<file path="src/rtl/msi_pkg.sv">
package msi_pkg;

    typedef enum logic [1:0] {
        LN_INV = 2'b00,
        LN_SHR = 2'b01,
        LN_EXC = 2'b10
    } line_state_e;

    typedef enum logic [1:0] {
        BC_NONE   = 2'b00,
        BC_RDMISS = 2'b01,
        BC_WRMISS = 2'b10,
        BC_WBACK  = 2'b11
    } bus_cmd_e;

    typedef enum logic [1:0] {
        PS_IDLE,
        PS_LOOKUP,
        PS_WBREQ,
        PS_MISSREQ
    } proc_state_e;

endpackage

</file>
<file path="src/rtl/msi_line_array.sv">
module msi_line_array
    import msi_pkg::*;
#(
    parameter int IDX_W  = 2,
    parameter int TAG_W  = 6,
    parameter int DATA_W = 16
) (
    input  logic              clk,
    input  logic              rst_n,
    input  logic [IDX_W-1:0]  a_idx,
    output line_state_e       a_state,
    output logic [TAG_W-1:0]  a_tag,
    output logic [DATA_W-1:0] a_data,
    input  logic [IDX_W-1:0]  b_idx,
    output line_state_e       b_state,
    output logic [TAG_W-1:0]  b_tag,
    output logic [DATA_W-1:0] b_data,
    input  logic              wr_en,
    input  logic [IDX_W-1:0]  wr_idx,
    input  line_state_e       wr_state,
    input  logic [TAG_W-1:0]  wr_tag,
    input  logic [DATA_W-1:0] wr_data
);
    localparam int LINES = 1 << IDX_W;

    line_state_e       st_q   [LINES];
    logic [TAG_W-1:0]  tag_q  [LINES];
    logic [DATA_W-1:0] data_q [LINES];

    always_ff @(posedge clk or negedge rst_n) begin
        if (!rst_n) begin
            for (int i = 0; i < LINES; i++) begin
                st_q[i]   <= LN_INV;
                tag_q[i]  <= '0;
                data_q[i] <= '0;
            end
        end else if (wr_en) begin
            st_q[wr_idx]   <= wr_state;
            tag_q[wr_idx]  <= wr_tag;
            data_q[wr_idx] <= wr_data;
        end
    end

    assign a_state = st_q[a_idx];
    assign a_tag   = tag_q[a_idx];
    assign a_data  = data_q[a_idx];
    assign b_state = st_q[b_idx];
    assign b_tag   = tag_q[b_idx];
    assign b_data  = data_q[b_idx];

endmodule

</file>
<file path="src/rtl/msi_snoop_unit.sv">
module msi_snoop_unit
    import msi_pkg::*;
#(
    parameter int TAG_W  = 6,
    parameter int DATA_W = 16
) (
    input  bus_cmd_e          snp_cmd,
    input  logic [TAG_W-1:0]  snp_tag,
    input  line_state_e       ln_state,
    input  logic [TAG_W-1:0]  ln_tag,
    input  logic [DATA_W-1:0] ln_data,
    output logic              upd_en,
    output line_state_e       upd_state,
    output logic              supply,
    output logic [DATA_W-1:0] sup_data
);
    logic match;

    always_comb begin
        match     = (ln_state != LN_INV) && (ln_tag == snp_tag);
        upd_en    = 1'b0;
        upd_state = ln_state;
        supply    = 1'b0;
        case (snp_cmd)
            BC_RDMISS: begin
                // dirty owner hands its copy over and keeps a clean one
                if (match && ln_state == LN_EXC) begin
                    upd_en    = 1'b1;
                    upd_state = LN_SHR;
                    supply    = 1'b1;
                end
            end
            BC_WRMISS: begin
                if (match) begin
                    upd_en    = 1'b1;
                    upd_state = LN_INV;
                    supply    = (ln_state == LN_EXC);
                end
            end
            default: ;
        endcase
        sup_data = supply ? ln_data : '0;
    end

endmodule

</file>
<file path="src/rtl/msi_proc_fsm.sv">
module msi_proc_fsm
    import msi_pkg::*;
#(
    parameter int ADDR_W = 8,
    parameter int IDX_W  = 2,
    parameter int DATA_W = 16
) (
    input  logic                    clk,
    input  logic                    rst_n,
    input  logic                    cpu_req_valid,
    input  logic                    cpu_req_write,
    input  logic [ADDR_W-1:0]       cpu_req_addr,
    input  logic [DATA_W-1:0]       cpu_req_wdata,
    output logic                    cpu_req_ready,
    output logic                    cpu_resp_valid,
    output logic [DATA_W-1:0]       cpu_resp_rdata,
    input  logic                    snoop_busy,
    input  logic                    snoop_upd,
    input  logic [IDX_W-1:0]        snoop_idx,
    output logic [IDX_W-1:0]        look_idx,
    input  line_state_e             ln_state,
    input  logic [ADDR_W-IDX_W-1:0] ln_tag,
    input  logic [DATA_W-1:0]       ln_data,
    input  logic                    bus_gnt,
    input  logic [DATA_W-1:0]       bus_rdata,
    output logic                    bus_req,
    output bus_cmd_e                bus_cmd,
    output logic [ADDR_W-1:0]       bus_addr,
    output logic [DATA_W-1:0]       bus_wdata,
    output logic                    wr_en,
    output line_state_e             wr_state,
    output logic [ADDR_W-IDX_W-1:0] wr_tag,
    output logic [DATA_W-1:0]       wr_data
);
    localparam int TAG_W = ADDR_W - IDX_W;

    typedef struct packed {
        proc_state_e       st;
        logic              wr;
        logic [ADDR_W-1:0] addr;
        logic [DATA_W-1:0] wdata;
        logic              resp;
        logic [DATA_W-1:0] rdata;
    } regs_t;

    regs_t q, d;

    logic [TAG_W-1:0] req_tag;
    logic             hit;
    logic             restart;

    assign look_idx = q.addr[IDX_W-1:0];
    assign req_tag  = q.addr[ADDR_W-1:IDX_W];

    always_comb begin
        d         = q;
        d.resp    = 1'b0;
        bus_req   = 1'b0;
        bus_cmd   = BC_NONE;
        bus_addr  = '0;
        bus_wdata = '0;
        wr_en     = 1'b0;
        wr_state  = ln_state;
        wr_tag    = ln_tag;
        wr_data   = ln_data;

        cpu_req_ready = (q.st == PS_IDLE) && !snoop_busy;
        hit     = (ln_state != LN_INV) && (ln_tag == req_tag);
        restart = snoop_upd && (snoop_idx == look_idx);

        case (q.st)
            PS_IDLE: begin
                if (cpu_req_valid && cpu_req_ready) begin
                    d.st    = PS_LOOKUP;
                    d.wr    = cpu_req_write;
                    d.addr  = cpu_req_addr;
                    d.wdata = cpu_req_wdata;
                end
            end
            PS_LOOKUP: begin
                if (!snoop_busy) begin
                    if (hit && (!q.wr || ln_state == LN_EXC)) begin
                        d.st    = PS_IDLE;
                        d.resp  = 1'b1;
                        d.rdata = q.wr ? q.wdata : ln_data;
                        if (q.wr) begin
                            wr_en    = 1'b1;
                            wr_state = LN_EXC;
                            wr_tag   = req_tag;
                            wr_data  = q.wdata;
                        end
                    end else if (!hit && ln_state == LN_EXC) begin
                        d.st = PS_WBREQ;
                    end else begin
                        d.st = PS_MISSREQ;
                    end
                end
            end
            PS_WBREQ: begin
                bus_req = 1'b1;
                if (restart) begin
                    d.st = PS_LOOKUP;
                end else if (bus_gnt) begin
                    bus_cmd   = BC_WBACK;
                    bus_addr  = {ln_tag, look_idx};
                    bus_wdata = ln_data;
                    wr_en     = 1'b1;
                    wr_state  = LN_INV;
                    d.st      = PS_LOOKUP;
                end
            end
            PS_MISSREQ: begin
                bus_req = 1'b1;
                if (restart) begin
                    d.st = PS_LOOKUP;
                end else if (bus_gnt) begin
                    bus_cmd  = q.wr ? BC_WRMISS : BC_RDMISS;
                    bus_addr = q.addr;
                    wr_en    = 1'b1;
                    wr_tag   = req_tag;
                    wr_state = q.wr ? LN_EXC : LN_SHR;
                    wr_data  = q.wr ? q.wdata : bus_rdata;
                    d.rdata  = q.wr ? q.wdata : bus_rdata;
                    d.resp   = 1'b1;
                    d.st     = PS_IDLE;
                end
            end
            default: d.st = PS_IDLE;
        endcase
    end

    always_ff @(posedge clk or negedge rst_n) begin
        if (!rst_n) begin
            q <= '{st: PS_IDLE, wr: 1'b0, addr: '0, wdata: '0, resp: 1'b0, rdata: '0};
        end else begin
            q <= d;
        end
    end

    assign cpu_resp_valid = q.resp;
    assign cpu_resp_rdata = q.rdata;

    // a completion is a single-cycle pulse
    assert_resp_single_R11: assert property (@(posedge clk) disable iff (!rst_n)
        q.resp |=> !q.resp);

    // a snoop in the lookup cycle holds the processor lookup back
    assert_lookup_waits_R10: assert property (@(posedge clk) disable iff (!rst_n)
        (q.st == PS_LOOKUP && snoop_busy) |=> (q.st == PS_LOOKUP && !q.resp));

endmodule

</file>
<file path="src/rtl/msi_snoop_ctrl.sv">
module msi_snoop_ctrl
    import msi_pkg::*;
#(
    parameter int ADDR_W = 8,
    parameter int IDX_W  = 2,
    parameter int DATA_W = 16
) (
    input  logic              clk,
    input  logic              rst_n,
    input  logic              cpu_req_valid,
    input  logic              cpu_req_write,
    input  logic [ADDR_W-1:0] cpu_req_addr,
    input  logic [DATA_W-1:0] cpu_req_wdata,
    output logic              cpu_req_ready,
    output logic              cpu_resp_valid,
    output logic [DATA_W-1:0] cpu_resp_rdata,
    output logic              bus_req,
    input  logic              bus_gnt,
    output logic [1:0]        bus_cmd,
    output logic [ADDR_W-1:0] bus_addr,
    output logic [DATA_W-1:0] bus_wdata,
    input  logic [DATA_W-1:0] bus_rdata,
    input  logic [1:0]        snoop_cmd,
    input  logic [ADDR_W-1:0] snoop_addr,
    output logic              snoop_supply,
    output logic [DATA_W-1:0] snoop_data
);
    localparam int TAG_W = ADDR_W - IDX_W;

    bus_cmd_e          snp_cmd;
    logic              snoop_busy;
    logic [IDX_W-1:0]  snp_idx;
    logic [TAG_W-1:0]  snp_tag;

    line_state_e       a_state, b_state;
    logic [TAG_W-1:0]  a_tag, b_tag;
    logic [DATA_W-1:0] a_data, b_data;
    logic [IDX_W-1:0]  look_idx;

    logic              snp_upd;
    line_state_e       snp_state;

    logic              p_wr_en;
    line_state_e       p_wr_state;
    logic [TAG_W-1:0]  p_wr_tag;
    logic [DATA_W-1:0] p_wr_data;
    bus_cmd_e          p_cmd;

    logic              wr_en;
    logic [IDX_W-1:0]  wr_idx;
    line_state_e       wr_state;
    logic [TAG_W-1:0]  wr_tag;
    logic [DATA_W-1:0] wr_data;

    assign snp_cmd    = bus_cmd_e'(snoop_cmd);
    assign snoop_busy = (snp_cmd != BC_NONE);
    assign snp_idx    = snoop_addr[IDX_W-1:0];
    assign snp_tag    = snoop_addr[ADDR_W-1:IDX_W];

    msi_line_array #(.IDX_W(IDX_W), .TAG_W(TAG_W), .DATA_W(DATA_W)) u_array (
        .clk      (clk),
        .rst_n    (rst_n),
        .a_idx    (look_idx),
        .a_state  (a_state),
        .a_tag    (a_tag),
        .a_data   (a_data),
        .b_idx    (snp_idx),
        .b_state  (b_state),
        .b_tag    (b_tag),
        .b_data   (b_data),
        .wr_en    (wr_en),
        .wr_idx   (wr_idx),
        .wr_state (wr_state),
        .wr_tag   (wr_tag),
        .wr_data  (wr_data)
    );

    msi_snoop_unit #(.TAG_W(TAG_W), .DATA_W(DATA_W)) u_snoop (
        .snp_cmd   (snp_cmd),
        .snp_tag   (snp_tag),
        .ln_state  (b_state),
        .ln_tag    (b_tag),
        .ln_data   (b_data),
        .upd_en    (snp_upd),
        .upd_state (snp_state),
        .supply    (snoop_supply),
        .sup_data  (snoop_data)
    );

    msi_proc_fsm #(.ADDR_W(ADDR_W), .IDX_W(IDX_W), .DATA_W(DATA_W)) u_fsm (
        .clk            (clk),
        .rst_n          (rst_n),
        .cpu_req_valid  (cpu_req_valid),
        .cpu_req_write  (cpu_req_write),
        .cpu_req_addr   (cpu_req_addr),
        .cpu_req_wdata  (cpu_req_wdata),
        .cpu_req_ready  (cpu_req_ready),
        .cpu_resp_valid (cpu_resp_valid),
        .cpu_resp_rdata (cpu_resp_rdata),
        .snoop_busy     (snoop_busy),
        .snoop_upd      (snp_upd),
        .snoop_idx      (snp_idx),
        .look_idx       (look_idx),
        .ln_state       (a_state),
        .ln_tag         (a_tag),
        .ln_data        (a_data),
        .bus_gnt        (bus_gnt),
        .bus_rdata      (bus_rdata),
        .bus_req        (bus_req),
        .bus_cmd        (p_cmd),
        .bus_addr       (bus_addr),
        .bus_wdata      (bus_wdata),
        .wr_en          (p_wr_en),
        .wr_state       (p_wr_state),
        .wr_tag         (p_wr_tag),
        .wr_data        (p_wr_data)
    );

    assign bus_cmd = p_cmd;

    // snoop side owns the write port whenever it changes a line
    always_comb begin
        if (snp_upd) begin
            wr_en    = 1'b1;
            wr_idx   = snp_idx;
            wr_state = snp_state;
            wr_tag   = b_tag;
            wr_data  = b_data;
        end else begin
            wr_en    = p_wr_en;
            wr_idx   = look_idx;
            wr_state = p_wr_state;
            wr_tag   = p_wr_tag;
            wr_data  = p_wr_data;
        end
    end

    // a command is only driven while owning the bus
    assert_cmd_on_grant_R12: assert property (@(posedge clk) disable iff (!rst_n)
        (bus_cmd != 2'b00) |-> (bus_req && bus_gnt));

    // a waiting request is held unless a snoop intervenes
    assert_req_held_R12: assert property (@(posedge clk) disable iff (!rst_n)
        (bus_req && !bus_gnt && snoop_cmd == 2'b00) |=> bus_req);

    // atomic bus, no grant alongside another agent's transaction
    assert_no_grant_in_snoop_R12: assert property (@(posedge clk) disable iff (!rst_n)
        (bus_req && bus_gnt) |-> (snoop_cmd == 2'b00));

    // snoops block acceptance of processor requests
    assert_ready_low_on_snoop_R10: assert property (@(posedge clk) disable iff (!rst_n)
        (snoop_cmd != 2'b00) |-> !cpu_req_ready);

    // data is supplied only in answer to a snooped miss
    assert_supply_on_miss_R7: assert property (@(posedge clk) disable iff (!rst_n)
        snoop_supply |-> (snoop_cmd == 2'b01 || snoop_cmd == 2'b10));

endmodule

</file>
<file path="config.mk">
export PLATFORM = sky130hd
export DESIGN_NAME = msi_snoop_ctrl
export DESIGN_NICKNAME = d
export VERILOG_FILES = /design/src/rtl/msi_pkg.sv /design/src/rtl/msi_line_array.sv /design/src/rtl/msi_snoop_unit.sv /design/src/rtl/msi_proc_fsm.sv /design/src/rtl/msi_snoop_ctrl.sv
export SDC_FILE = /design/constraint.sdc
export NUM_CORES = 1
export LEC_CHECK = 0
export BUFFER_PORTS_ARGS = -buffer_cell sky130_fd_sc_hd__buf_2
export CAP_MARGIN = 0
export CORE_ASPECT_RATIO = 1.75
export CORE_MARGIN = 1.5
export CORE_UTILIZATION = 40
export DETAILED_ROUTE_END_ITERATION = 8
export PLACE_DENSITY_LB_ADDON = 0.08
export SYNTH_ARGS = -nofsm -noshare
export SYNTH_HDL_FRONTEND = slang
export SYNTH_HIERARCHICAL = 1
export SYNTH_SLANG_ARGS = --single-unit
</file>
<file path="constraint.sdc">
create_clock -name clk -period 5.73 [get_ports clk]
set_clock_uncertainty 0.05 [all_clocks]
set_input_delay 0.2865 -clock clk [delete_from_list [all_inputs] [get_ports clk]]
set_output_delay 0.2865 -clock clk [all_outputs]
set_load 0.1 [all_outputs]
</file>
# Yosys cells after proc, flatten, opt, wreduce, memory -nomap -nowiden
# Cells that the tools add are included.
# totals
reg_bits,140
latchBits,0
mem_bits_rw,0
mem_bits_ro,0
input_bits,55
output_inout_bits,62
n_memories,0
# op_classes
add_sub_neg,0
mul,0
n_div,0
n_lt_le_gt_ge,4
eq_ne,17
shift,0
n_mux,97
n_bitwise,3
reduce_logical,22
# op_table
operator,n
$mux 16,16
$mux 17,4
$mux 6,11
$bmux 16 s2,2
$bwmux 64,1
$mux 2,27
$pmux 17 s2,1
$demux 16 s2,1
$mux 8,4
$pmux 16 s2,1
$mux 27,1
$bmux 6 s2,2
$bwmux 24,1
$pmux 8 s2,1
$demux 6 s2,1
$eq 6x6->1,2
$pmux 6 s2,1
$mux 1,11
$eq 2x2->1 const B,5
$ge 3x3->1 const B,3
$logic_and 1x1->1,9
$not 2->3,3
$bmux 2 s2,2
$bwmux 8,1
other kinds (19),32

# Logic depth before layout (Yosys ltp)
# Gate-level depths: netlist of run 1.
# depth
depth_word,16
mapped_depth,15

# Cells and area by module
# Netlist of run 1, hierarchy kept.
# modules_own_cells
module,n_inst,cells_per_inst,area_per_inst_um2,seq_area_each_um2
msi_line_array,1,264,4745.8,2402.3
msi_proc_fsm,1,308,2890.3,1101.1
msi_snoop_ctrl,1,31,427.9,0.0
msi_snoop_unit,1,45,317.8,0.0

# Worst setup path after synthesis of run 1
# No wires, ideal clock.
# synth_path
path_type,input-to-output
start,input port snoop_addr[0]
end,output port bus_wdata[0]
t_arrival_ps,4258
required_time_ps,5393
path_slack_ps,1135
cell_stages,10
cell_sequence,buf_2 > buf_4 > mux4_2 > o2111ai_2 > or2_2 > nor3_1 > nand3_1 > nand3_1 > clkbuf_1 > nor3_1
# synth_via
elab_chain_cells,12
# synth_rtl
element,line_no,text
from (decl),msi_snoop_ctrl.sv:24,"input logic [ADDR_W-1:0] snoop_addr,"
$not 2->3 (not written as such) *,msi_line_array.sv:47,assign b_state = st_q[b_idx];
$bmux 2 s2 *,msi_line_array.sv:47,
$mux 2 (not written as such) * (2 in series),msi_line_array.sv:47,
net b_state[0],msi_snoop_ctrl.sv:35,"line_state_e a_state, b_state;"
$reduce_bool 2->1,msi_snoop_unit.sv:20,match = (ln_state != LN_INV) && (ln_tag == snp_tag);
$logic_and 1x1->1,msi_snoop_unit.sv:20,
$logic_and 1x1->1,msi_snoop_unit.sv:27,if (match && ln_state == LN_EXC) begin
$mux 1,msi_snoop_unit.sv:27,
$pmux 1 s2 *,msi_snoop_unit.sv:24,case (snp_cmd)
net snp_upd,msi_snoop_ctrl.sv:40,logic snp_upd;
$logic_and 1x1->1 *,msi_proc_fsm.sv:69,restart = snoop_upd && (snoop_idx == look_idx);
$mux 16 *,msi_proc_fsm.sv:101,if (restart) begin
$mux 16 *,msi_proc_fsm.sv:71,case (q.st)
to (decl),msi_snoop_ctrl.sv:21,"output logic [DATA_W-1:0] bus_wdata,"
# The timed path passes the listed nets; every way through them passes the cells marked *. The select of a mux whose other input is x is not followed.

# Worst setup path after layout of run 1
# layout_path
start,"register u_fsm.q, in the netlist u_fsm/look_idx[0]"
end,register u_array/data_q[11] (netlist name)
# layout_lines
element,line_no,text
from (decl),msi_proc_fsm.sv:46,"regs_t q, d;"
from (signal assigned),msi_proc_fsm.sv:134,"q <= '{st: PS_IDLE, wr: 1'b0, addr: '0, wdata: '0, resp: 1'b0, rdata: '0};"
$not 2->3 (not written as such) *,msi_line_array.sv:44,assign a_state = st_q[a_idx];
$bmux 2 s2 *,msi_line_array.sv:44,
$mux 2 (not written as such) * (2 in series),msi_line_array.sv:44,
net a_state[0],msi_snoop_ctrl.sv:35,
$eq 2x2->1 / $reduce_bool 2->1 (equally long branches),"msi_proc_fsm.sv:82, msi_proc_fsm.sv:68",
$logic_or 1x1->1 / $logic_and 1x1->1 (equally long branches),"msi_proc_fsm.sv:82, msi_proc_fsm.sv:68",
$logic_and 1x1->1 *,msi_proc_fsm.sv:82,if (hit && (!q.wr || ln_state == LN_EXC)) begin
$mux 1 *,msi_proc_fsm.sv:82,
$mux 1 *,msi_proc_fsm.sv:81,if (!snoop_busy) begin
$pmux 1 s2 *,msi_proc_fsm.sv:71,
net p_wr_en,msi_snoop_ctrl.sv:43,logic p_wr_en;
$mux 1 *,msi_snoop_ctrl.sv:123,if (snp_upd) begin
net wr_en,msi_snoop_ctrl.sv:49,logic wr_en;
"to (signal, indexed assignment)",msi_line_array.sv:40,data_q[wr_idx] <= wr_data;
to (decl),msi_line_array.sv:28,logic [DATA_W-1:0] data_q [LINES];
# Marked as above.
# A chain may end at the register's enable or synchronous reset.

==> metrics.txt, run 1 <==
maximum frequency from static timing analysis=around 0.24 GHz; type of the worst setup path=register to register; Leak Pwr=between 4 and 5 nW; DRT iter0 DRCs=~330; Std-Cell Core Area=0.0205 sq mm; Netlist Area Pre-Place=between 0.008 and 0.009 sq mm; source of the worst hold timing path=cpu_req_write; Post-Place Cells=roughly 960; final critical-path setup slack=roughly 1.6 ns; Critical Path, Cell by Cell=buf_4 > mux4_2 > nor2b_1 > nand2_1 > o31ai_1 > or2_1 > nand3_2 > mux2_2; Die Footprint=0.0219 sq mm; reported net switching power=2.17 mW; area of combinational cells with multiple inputs=roughly 0.0043 sq mm; final non-filler cell total=996; number of cells on the worst reg-to-reg path=8; Setup crit start kind=register; IO Pins=approximately 120; Final Hold Viols=0; P&R area growth vs syn=13.0%; Die Y=194 microns; RSZ-0062 raised after global routing=no; VDD IR-drop max=between 0.0002 and 0.00025 V; final core utilization=between 40% and 50%; Reg-to-Reg Start=u_fsm/look_idx[0]$_DFFE_PN0P_; largest net degree at the start of global routing=93; # Post-CTS Setup Buffers=0; horizontal die dimension=between 100 and 150 microns; combinational share of power=46.7%; sequential power share=between 30% and 40%; sequential share of the synthesized area=between 40% and 50%; status=finished with violations; Hold Path End=u_fsm/q[41]$_DFFE_PN0P_; internal power consumption=~2.9 mW; iteration count of the initial detailed-routing pass=9; Total Power=a little over 5 mW; flip-flop and latch count after synthesis=between 100 and 150; Total Routing Usage GR=22.2%; per-instance average area after synthesis=~13 sq um; Max transition margin=between 30% and 40%; Register Area=0.00350 sq mm; gr ovfl total=0; share of final-layout standard cells stronger than drive strength 1=between 50% and 60%; DRC violations left=11; TritonCTS clock tree=built; number of buffers created by CTS=17; global placement routability congestion=0.807; worst-path cell with the longest stage delay=sky130_fd_sc_hd__nand3_2; sum of net half-perimeters after detailed placement=~16000 microns; clock-pin slew reported for the worst setup and hold paths after clock tree synthesis=approximately 0.060 ns; RR Endpoint=u_array/data_q[11]$_DFFE_PN0P_; fraction of the cycle the final worst path needs=a little under three quarters; Min Clock Period, post-route=slightly above 4 ns; sink count of the clock tree=140; category of the worst setup path capture point=register; Critical Path Max Stage Delay=between 0.7 and 0.8 ns; hold path depth=3; ratio of routed vias to standard cells=roughly 5.8; # diodes=0; Warnings, synthesis=6; pre-CTS setup slack=1.16 ns; number of nets produced by synthesis=about 700; critical path's top delay family=simple AND/OR/NAND/NOR gates; FF-to-FF setup slack=1.63 ns; Setup violations, final=0; Buffers & Inverters on Critical Path=1; power density normalized to cell area=around 530 mW/mm^2; gate count of the mapped netlist=roughly 650; dominant register cell in the synthesized netlist=sky130_fd_sc_hd__dfrtp_1; initial standard-cell utilization of the core=approximately 41%; sum of routed wire length over all layers=between 20000 and 25000 microns; Min-Delay Path Class=input port to register; number of vias after detailed routing=slightly below 6000; clock latency at the later pin of the worst-skew pair=~0.42 ns; number of antenna violations at the first check in global routing=0; count of max-cap constraint violations=0; # rows=69; first-pass GRT wire length=36500 microns; number of unique standard cell types used by synthesis=48; maximum buffer depth of the clock tree=2; via count of the first global-routing pass=between 6000 and 7000; required time worst endpoint=roughly 6.0 ns; violated checks=design-rule violations; Max Fanout on Critical Path=24; final-layout fill cell count=approximately 1900; count of port buffers added during placement=116; switching share of power=43.2%; number of H-tree levels=4; number of pins exceeding their max-slew limit in the final report=0; asr flop ratio synth=between 90% and 100%; clock share of power=around 20%; Total Nets Final=approximately 790; number of synthesized flops with an enable pin=0; number of antenna-violating nets in the routed design=0; data arrival at the endpoint of the critical path=about 4.4 ns; buffer type at the clock tree root=sky130_fd_sc_hd__clkbuf_16; final setup TNS=0 ns; detailed-route wire length per cell=23.1 microns; transition time at the pin with the least slew margin=between 0.9 and 1 ns
[power groups by stage]
stage | logic, mW | registers [mW] | clock network, mW
final | 2.35 | 1.69 | 0.994
after global routing | 2.51 | 1.74 | 1.07
after CTS | 2.37 | 1.69 | 1.03
after detailed placement | 2.35 | 1.71 | 0
after global placement | 2.32 | 1.67 | 0
after floorplan | 2.05 | 1.56 | 0
[cells by family (layout without fill, tap and decap cells)]
family | count (synthesis) | count (layout) | share of synthesized area [%]
adder cells (fa/ha/maj) | 2 | 2 | 0.299
XOR/XNOR | 14 | 14 | 1.46
AO/OA/AOI/OAI | 87 | 87 | 7.81
flip-flops | 140 | 140 | 41.8
multiplexers | 204 | 204 | 34.6
buffers and inverters | 91 | 191 | 6.91
AND/OR/NAND/NOR | 110 | 110 | 7.11
[state kept, by name (all words and copies together), names as in the netlist]
register and flops:
u_fsm/cpu_resp_rdata 16, u_array/st_q 8, u_array/data_q 64, u_fsm/cpu_resp_valid 1, u_array/tag_q 24, u_fsm/look_idx 2
u_fsm/q 25
[worst min-delay path: cells and delay by family]
kind            cells  cell delay, ns
compound gates      1            0.05
buf+inv             1            0.08
simple gates        1            0.03
[Yosys cell counts (2+ instances only)]
| library cell | n | area (sq um) |
|---|---|---|
| sky130_fd_sc_hd__buf_1 | 2 | 7.51 |
| sky130_fd_sc_hd__nor2_1 | 11 | 41.3 |
| sky130_fd_sc_hd__buf_6 | 11 | 124 |
| sky130_fd_sc_hd__mux4_2 | 48 | 1080 |
| sky130_fd_sc_hd__buf_4 | 29 | 218 |
| sky130_fd_sc_hd__o21ai_0 | 22 | 110 |
| sky130_fd_sc_hd__nor2b_1 | 2 | 12.5 |
| sky130_fd_sc_hd__clkbuf_1 | 12 | 45.0 |
| sky130_fd_sc_hd__or3_1 | 2 | 12.5 |
| sky130_fd_sc_hd__a221o_1 | 32 | 320 |
| sky130_fd_sc_hd__buf_12 | 2 | 40.0 |
| sky130_fd_sc_hd__mux2i_1 | 6 | 60.1 |
| sky130_fd_sc_hd__o31ai_1 | 4 | 30.0 |
| sky130_fd_sc_hd__nand3b_2 | 2 | 22.5 |
| sky130_fd_sc_hd__nand3_1 | 3 | 15.0 |
| sky130_fd_sc_hd__nand2_1 | 42 | 158 |
| sky130_fd_sc_hd__nor3_1 | 18 | 90.1 |
| sky130_fd_sc_hd__a21oi_1 | 20 | 100 |
| sky130_fd_sc_hd__or2_2 | 2 | 12.5 |
| sky130_fd_sc_hd__buf_2 | 11 | 55.1 |
| sky130_fd_sc_hd__mux2_2 | 130 | 1460 |
| sky130_fd_sc_hd__nor3_4 | 2 | 32.5 |
| sky130_fd_sc_hd__o22ai_1 | 2 | 12.5 |
| sky130_fd_sc_hd__and2_1 | 17 | 106 |
| sky130_fd_sc_hd__mux2_4 | 19 | 285 |
| sky130_fd_sc_hd__dfrtp_1 | 140 | 3500 |
| sky130_fd_sc_hd__xnor2_1 | 13 | 114 |
| sky130_fd_sc_hd__inv_1 | 23 | 86.3 |
| sky130_fd_sc_hd__ha_1 | 2 | 25.0 |
[worst max path at each step]
stage | cells past startpoint | startpoint | endpoint
6_report | 8 | u_fsm/look_idx[0]$_DFFE_PN0P_ | u_array/data_q[11]$_DFFE_PN0P_
5_1_grt | 8 | u_fsm/look_idx[0]$_DFFE_PN0P_ | u_array/data_q[11]$_DFFE_PN0P_
4_1_cts | 8 | u_fsm/look_idx[0]$_DFFE_PN0P_ | u_array/data_q[14]$_DFFE_PN0P_
3_5_place_dp | 10 | snoop_addr[0] | u_array/tag_q[0]$_DFFE_PN0P_
3_3_place_gp | 10 | snoop_addr[0] | u_array/data_q[11]$_DFFE_PN0P_
2_1_floorplan | 10 | snoop_addr[0] | bus_wdata[0]
[cell usage in the layout, fill, tap and decap left out, drive strengths merged, types with 2 or more instances in the layout]
cell | Yosys | routed
nand2 | 42 | 42
or2 | 3 | 3
nor2 | 11 | 11
clkbuf | 12 | 19
nor3 | 20 | 20
mux4 | 48 | 48
inv | 24 | 26
a221o | 32 | 32
nor2b | 2 | 2
ha | 2 | 2
a21oi | 20 | 20
or3 | 3 | 3
nand3b | 3 | 3
clkinv | 0 | 5
o2111ai | 2 | 2
dfrtp | 140 | 140
o22ai | 2 | 2
mux2i | 6 | 6
clkinvlp | 0 | 6
nand3 | 4 | 4
xnor2 | 13 | 13
dlygate4sd3 | 0 | 2
buf | 55 | 133
o31ai | 5 | 5
nor3b | 2 | 2
mux2 | 150 | 150
o21ai | 22 | 22
and2 | 17 | 17
[cell type report]
class,instances,area share [%]
Inverter,24,0.951
Multi-Input combinational cell,417,45.4
Tap cell,248,3.28
Clock buffer,19,4.57
Timing Repair Buffer,135,7.75
Sequential cell,140,37.0
Clock inverter,13,1.00
[layer usage]
layer | routed length, microns | vias up | global-route usage [%]
li1 | - | 2574 | -
met1 | 8980 | 3018 | 25.6
met2 | 12400 | 200 | 40.5
met3 | 1070 | 31 | 4.77
met4 | 533 | 0 | 7.13
met5 | 0 | - | 0
[stage by stage]
stage | cell area, sq um | hold slack (ns)
2_1_floorplan | 8380 | -0.0591
3_3_place_gp | 8920 | 0.383
3_5_place_dp | 8920 | 0.398
4_1_cts | 9470 | 0.00479
5_1_grt | 9470 | 0.0266
6_report | 9470 | 0.0201
[what timing repair did]
item / in CTS / in global routing
hold endpoints to repair: 92 / 0
gates resized for setup: 0 / 0
hold buffers: 2 / 0
Power figures use the tool's default switching activity.
==> run 2, diff against run 1 <==
==> constraint.sdc (replaced) <==
create_clock -name clk -period 3.5 [get_ports clk]
set_clock_uncertainty 0.05 [all_clocks]
set_input_delay 0.175 -clock clk [delete_from_list [all_inputs] [get_ports clk]]
set_output_delay 0.175 -clock clk [all_outputs]
set_load 0.1 [all_outputs]
==> metrics.txt, run 2 (synthesized netlist as in run 1, its figures left out) <==
final-layout fill cell count=1771 (-6.4%); maximum frequency from static timing analysis=roughly 0.30 GHz; Setup crit start kind=register; Largest Register=u_array/data_q; number of antenna-violating nets in the routed design=0 (unchanged); sum of routed wire length over all layers=23200 microns (+0.72%); largest registers in the final layout=u_array/data_q (64), u_fsm/q (25), u_array/tag_q (24); final core utilization=53.7% (+7.4 points); required time worst endpoint=3.27 ns (-2.71 ns); first-pass GRT wire length=37100 microns (+1.6%); number of pins exceeding their max-slew limit in the final report=0 (unchanged); combinational share of power=46.9% (+0.2 points); largest net degree at the start of global routing=92 (-1.1%); via count of the first global-routing pass=6669 (+6.0%); violated checks=design-rule violations; fraction of the cycle the final worst path needs=between 90% and 100%; sequential power share=29.9% (-3.7 points); Max Fanout on Critical Path=16 (-33%); Final Hold Viols=0 (unchanged); ratio of routed vias to standard cells=5.64 (-3.5%); DRT iter0 DRCs=337 (+2.7%); # diodes=0 (unchanged); clock latency at the later pin of the worst-skew pair=0.42 ns (about the same); internal power consumption=5.43 mW (+90%); pre-CTS setup slack=-0.0138 ns (-1.18 ns); data arrival at the endpoint of the critical path=3.15 ns (-1.21 ns); sum of net half-perimeters after detailed placement=16900 microns (+6.9%); power density normalized to cell area=832 mW/mm^2 (+57%); category of the worst setup path capture point=output port; VDD IR-drop max=0.000387 V (+60%); number of vias after detailed routing=5992 (+2.9%); global placement routability congestion=0.828 (+2.7%); maximum buffer depth of the clock tree=2 (unchanged); Die Y=194 microns (unchanged); max reg flops=64 (unchanged); IO Pins=117 (unchanged); most common cell after layout, fill and taps aside=sky130_fd_sc_hd__dfrtp_1; Total Nets Final=859 (+8.5%); # rows=69 (unchanged); horizontal die dimension=112 microns (unchanged); count of max-cap constraint violations=0 (unchanged); initial standard-cell utilization of the core=41.0% (unchanged); status=finished with violations; iteration count of the initial detailed-routing pass=9 (unchanged); clock-pin slew reported for the worst setup and hold paths after clock tree synthesis=0.06 ns (about the same); share of final-layout standard cells stronger than drive strength 1=55.3% (+4.9 points); transition time at the pin with the least slew margin=0.895 ns (-0.00755 ns); type of the worst setup path=register to output port; switching share of power=40.6% (-2.6 points); gr ovfl total=0 (unchanged); final hold slack=0.00615 ns (-0.0139 ns); Max transition margin=40.4% (+0.57 points); TritonCTS clock tree=built; Std-Cell Core Area=0.0205 sq mm (unchanged); number of buffers created by CTS=17 (unchanged); final critical-path setup slack=0.126 ns (-1.50 ns); Setup violations, final=0 (unchanged); number of H-tree levels=4 (unchanged); leading cell types in the layout, fill and taps excluded=sky130_fd_sc_hd__dfrtp_1, sky130_fd_sc_hd__mux2_2, sky130_fd_sc_hd__buf_2; clock share of power=23.1% (+3.3 points); Min-Delay Path Class=input port to register; area of all placed cells without fillers=0.0110 sq mm (+16%); DRC violations left=13 (+2); Min Clock Period, post-route=between 3 and 4 ns; area post-placement=0.00988 sq mm (+11%); Leak Pwr=5.18 nW (+17%); buffer type at the clock tree root=sky130_fd_sc_hd__clkbuf_16; count of port buffers added during placement=116 (unchanged); Die Footprint=0.0219 sq mm (unchanged); reported net switching power=3.71 mW (+71%); detailed-route wire length per cell=21.8 microns (-5.5%); number of antenna violations at the first check in global routing=0 (unchanged); sink count of the clock tree=140 (unchanged); Total Routing Usage GR=22.1% (-0.094 points); P&R area growth vs syn=31.0%
-- run 2: cell types whose count changed in the layout (fill, tap and decap cells not counted), sizes merged --
| cell | previous run | this run |
|---|---|---|
| buf | 133 | 175 |
| bufinv | 0 | 6 |
| clkbuf | 19 | 22 |
| clkinv | 5 | 1 |
| clkinvlp | 6 | 2 |
| dlygate4sd3 | 2 | 26 |
| inv | 26 | 25 |
-- run 2: final cells by class --
class	instances	area, sq um	share of cell area (%)
inverters	24	90.1	0.820
clock inverters	10	209	1.90
flip-flops and latches	140	3510	31.9
well taps	248	310	2.82
repair buffers	202	1810	16.5
multi-input cells	417	4570	41.6
clock buffers	21	480	4.37
-- run 2: power groups by stage --
stage                     clock network, mW  logic, mW  registers [mW]
after floorplan                           0       3.51            2.55
after global placement                    0       4.17            2.70
after detailed placement                  0       4.22            2.76
after CTS                              2.16       4.27            2.73
after global routing                   2.22       4.56            2.82
final                                  2.11       4.29            2.73
-- run 2: metrics by stage --
stage | power [mW] | std cells | TNS, ns
final | 9.14 | 1062 | 0
after global routing | 9.60 | 1062 | -0.00282
after CTS | 9.17 | 1061 | 0
after detailed placement | 6.97 | 1004 | -0.183
after global placement | 6.87 | 1004 | 0
after floorplan | 6.06 | 648 | -0.155
-- run 2: path summary, 6_finish.rpt --
path / from / endpoint / slack, ns / cells after the start
hold / removal: cpu_req_addr[0] / u_fsm/look_idx[0]$_DFFE_PN0P_ / 0.006 / 3
min in group asynchronous: rst_n / u_array/data_q[34]$_DFFE_PN0P_ / 0.35 / 2
setup / recovery: u_array/tag_q[1]$_DFFE_PN0P_ / bus_wdata[9] / 0.13 / 11
setup reg to reg: u_array/tag_q[1]$_DFFE_PN0P_ / u_array/data_q[46]$_DFFE_PN0P_ / 0.14 / 12
hold reg to reg: u_fsm/cpu_resp_rdata[2]$_DFFE_PN0P_ / u_fsm/cpu_resp_rdata[2]$_DFFE_PN0P_ / 0.46 / 1
max in group asynchronous: rst_n / u_array/tag_q[13]$_DFFE_PN0P_ / 2.11 / 3
-- run 2: worst max-delay path, cell delays in order (launching register included) --
cell	delay, ns
sky130_fd_sc_hd__dfrtp_1	0.40
sky130_fd_sc_hd__mux4_2	0.50
sky130_fd_sc_hd__xnor2_1	0.19
sky130_fd_sc_hd__nand3_2	0.14
sky130_fd_sc_hd__or2_4	0.28
sky130_fd_sc_hd__nor3_4	0.23
sky130_fd_sc_hd__nand3_2	0.15
sky130_fd_sc_hd__nand3_2	0.14
sky130_fd_sc_hd__buf_12	0.19
sky130_fd_sc_hd__buf_16	0.17
sky130_fd_sc_hd__nor3_2	0.05
sky130_fd_sc_hd__buf_4	0.25
-- run 2: repair_timing --
| item | CTS | global route |
|---|---|---|
| gates resized for setup | 17 | 17 |
| hold buffers | 26 | 0 |
| gates cloned | 0 | 1 |
| setup buffers | 0 | 0 |
| endpoints found under the setup margin | 16 | 73 |
| hold endpoints to repair | 114 | 0 |
| pin swaps | 0 | 2 |
-- run 2: metal layers --
layer  vias up  share of wire, %  track usage [%]
met5         -                 0                0
met4         0               1.6             6.99
met3        26               3.4             3.90
met2       153                56             40.9
met1      3104                39             25.6
li1       2709                 -                -
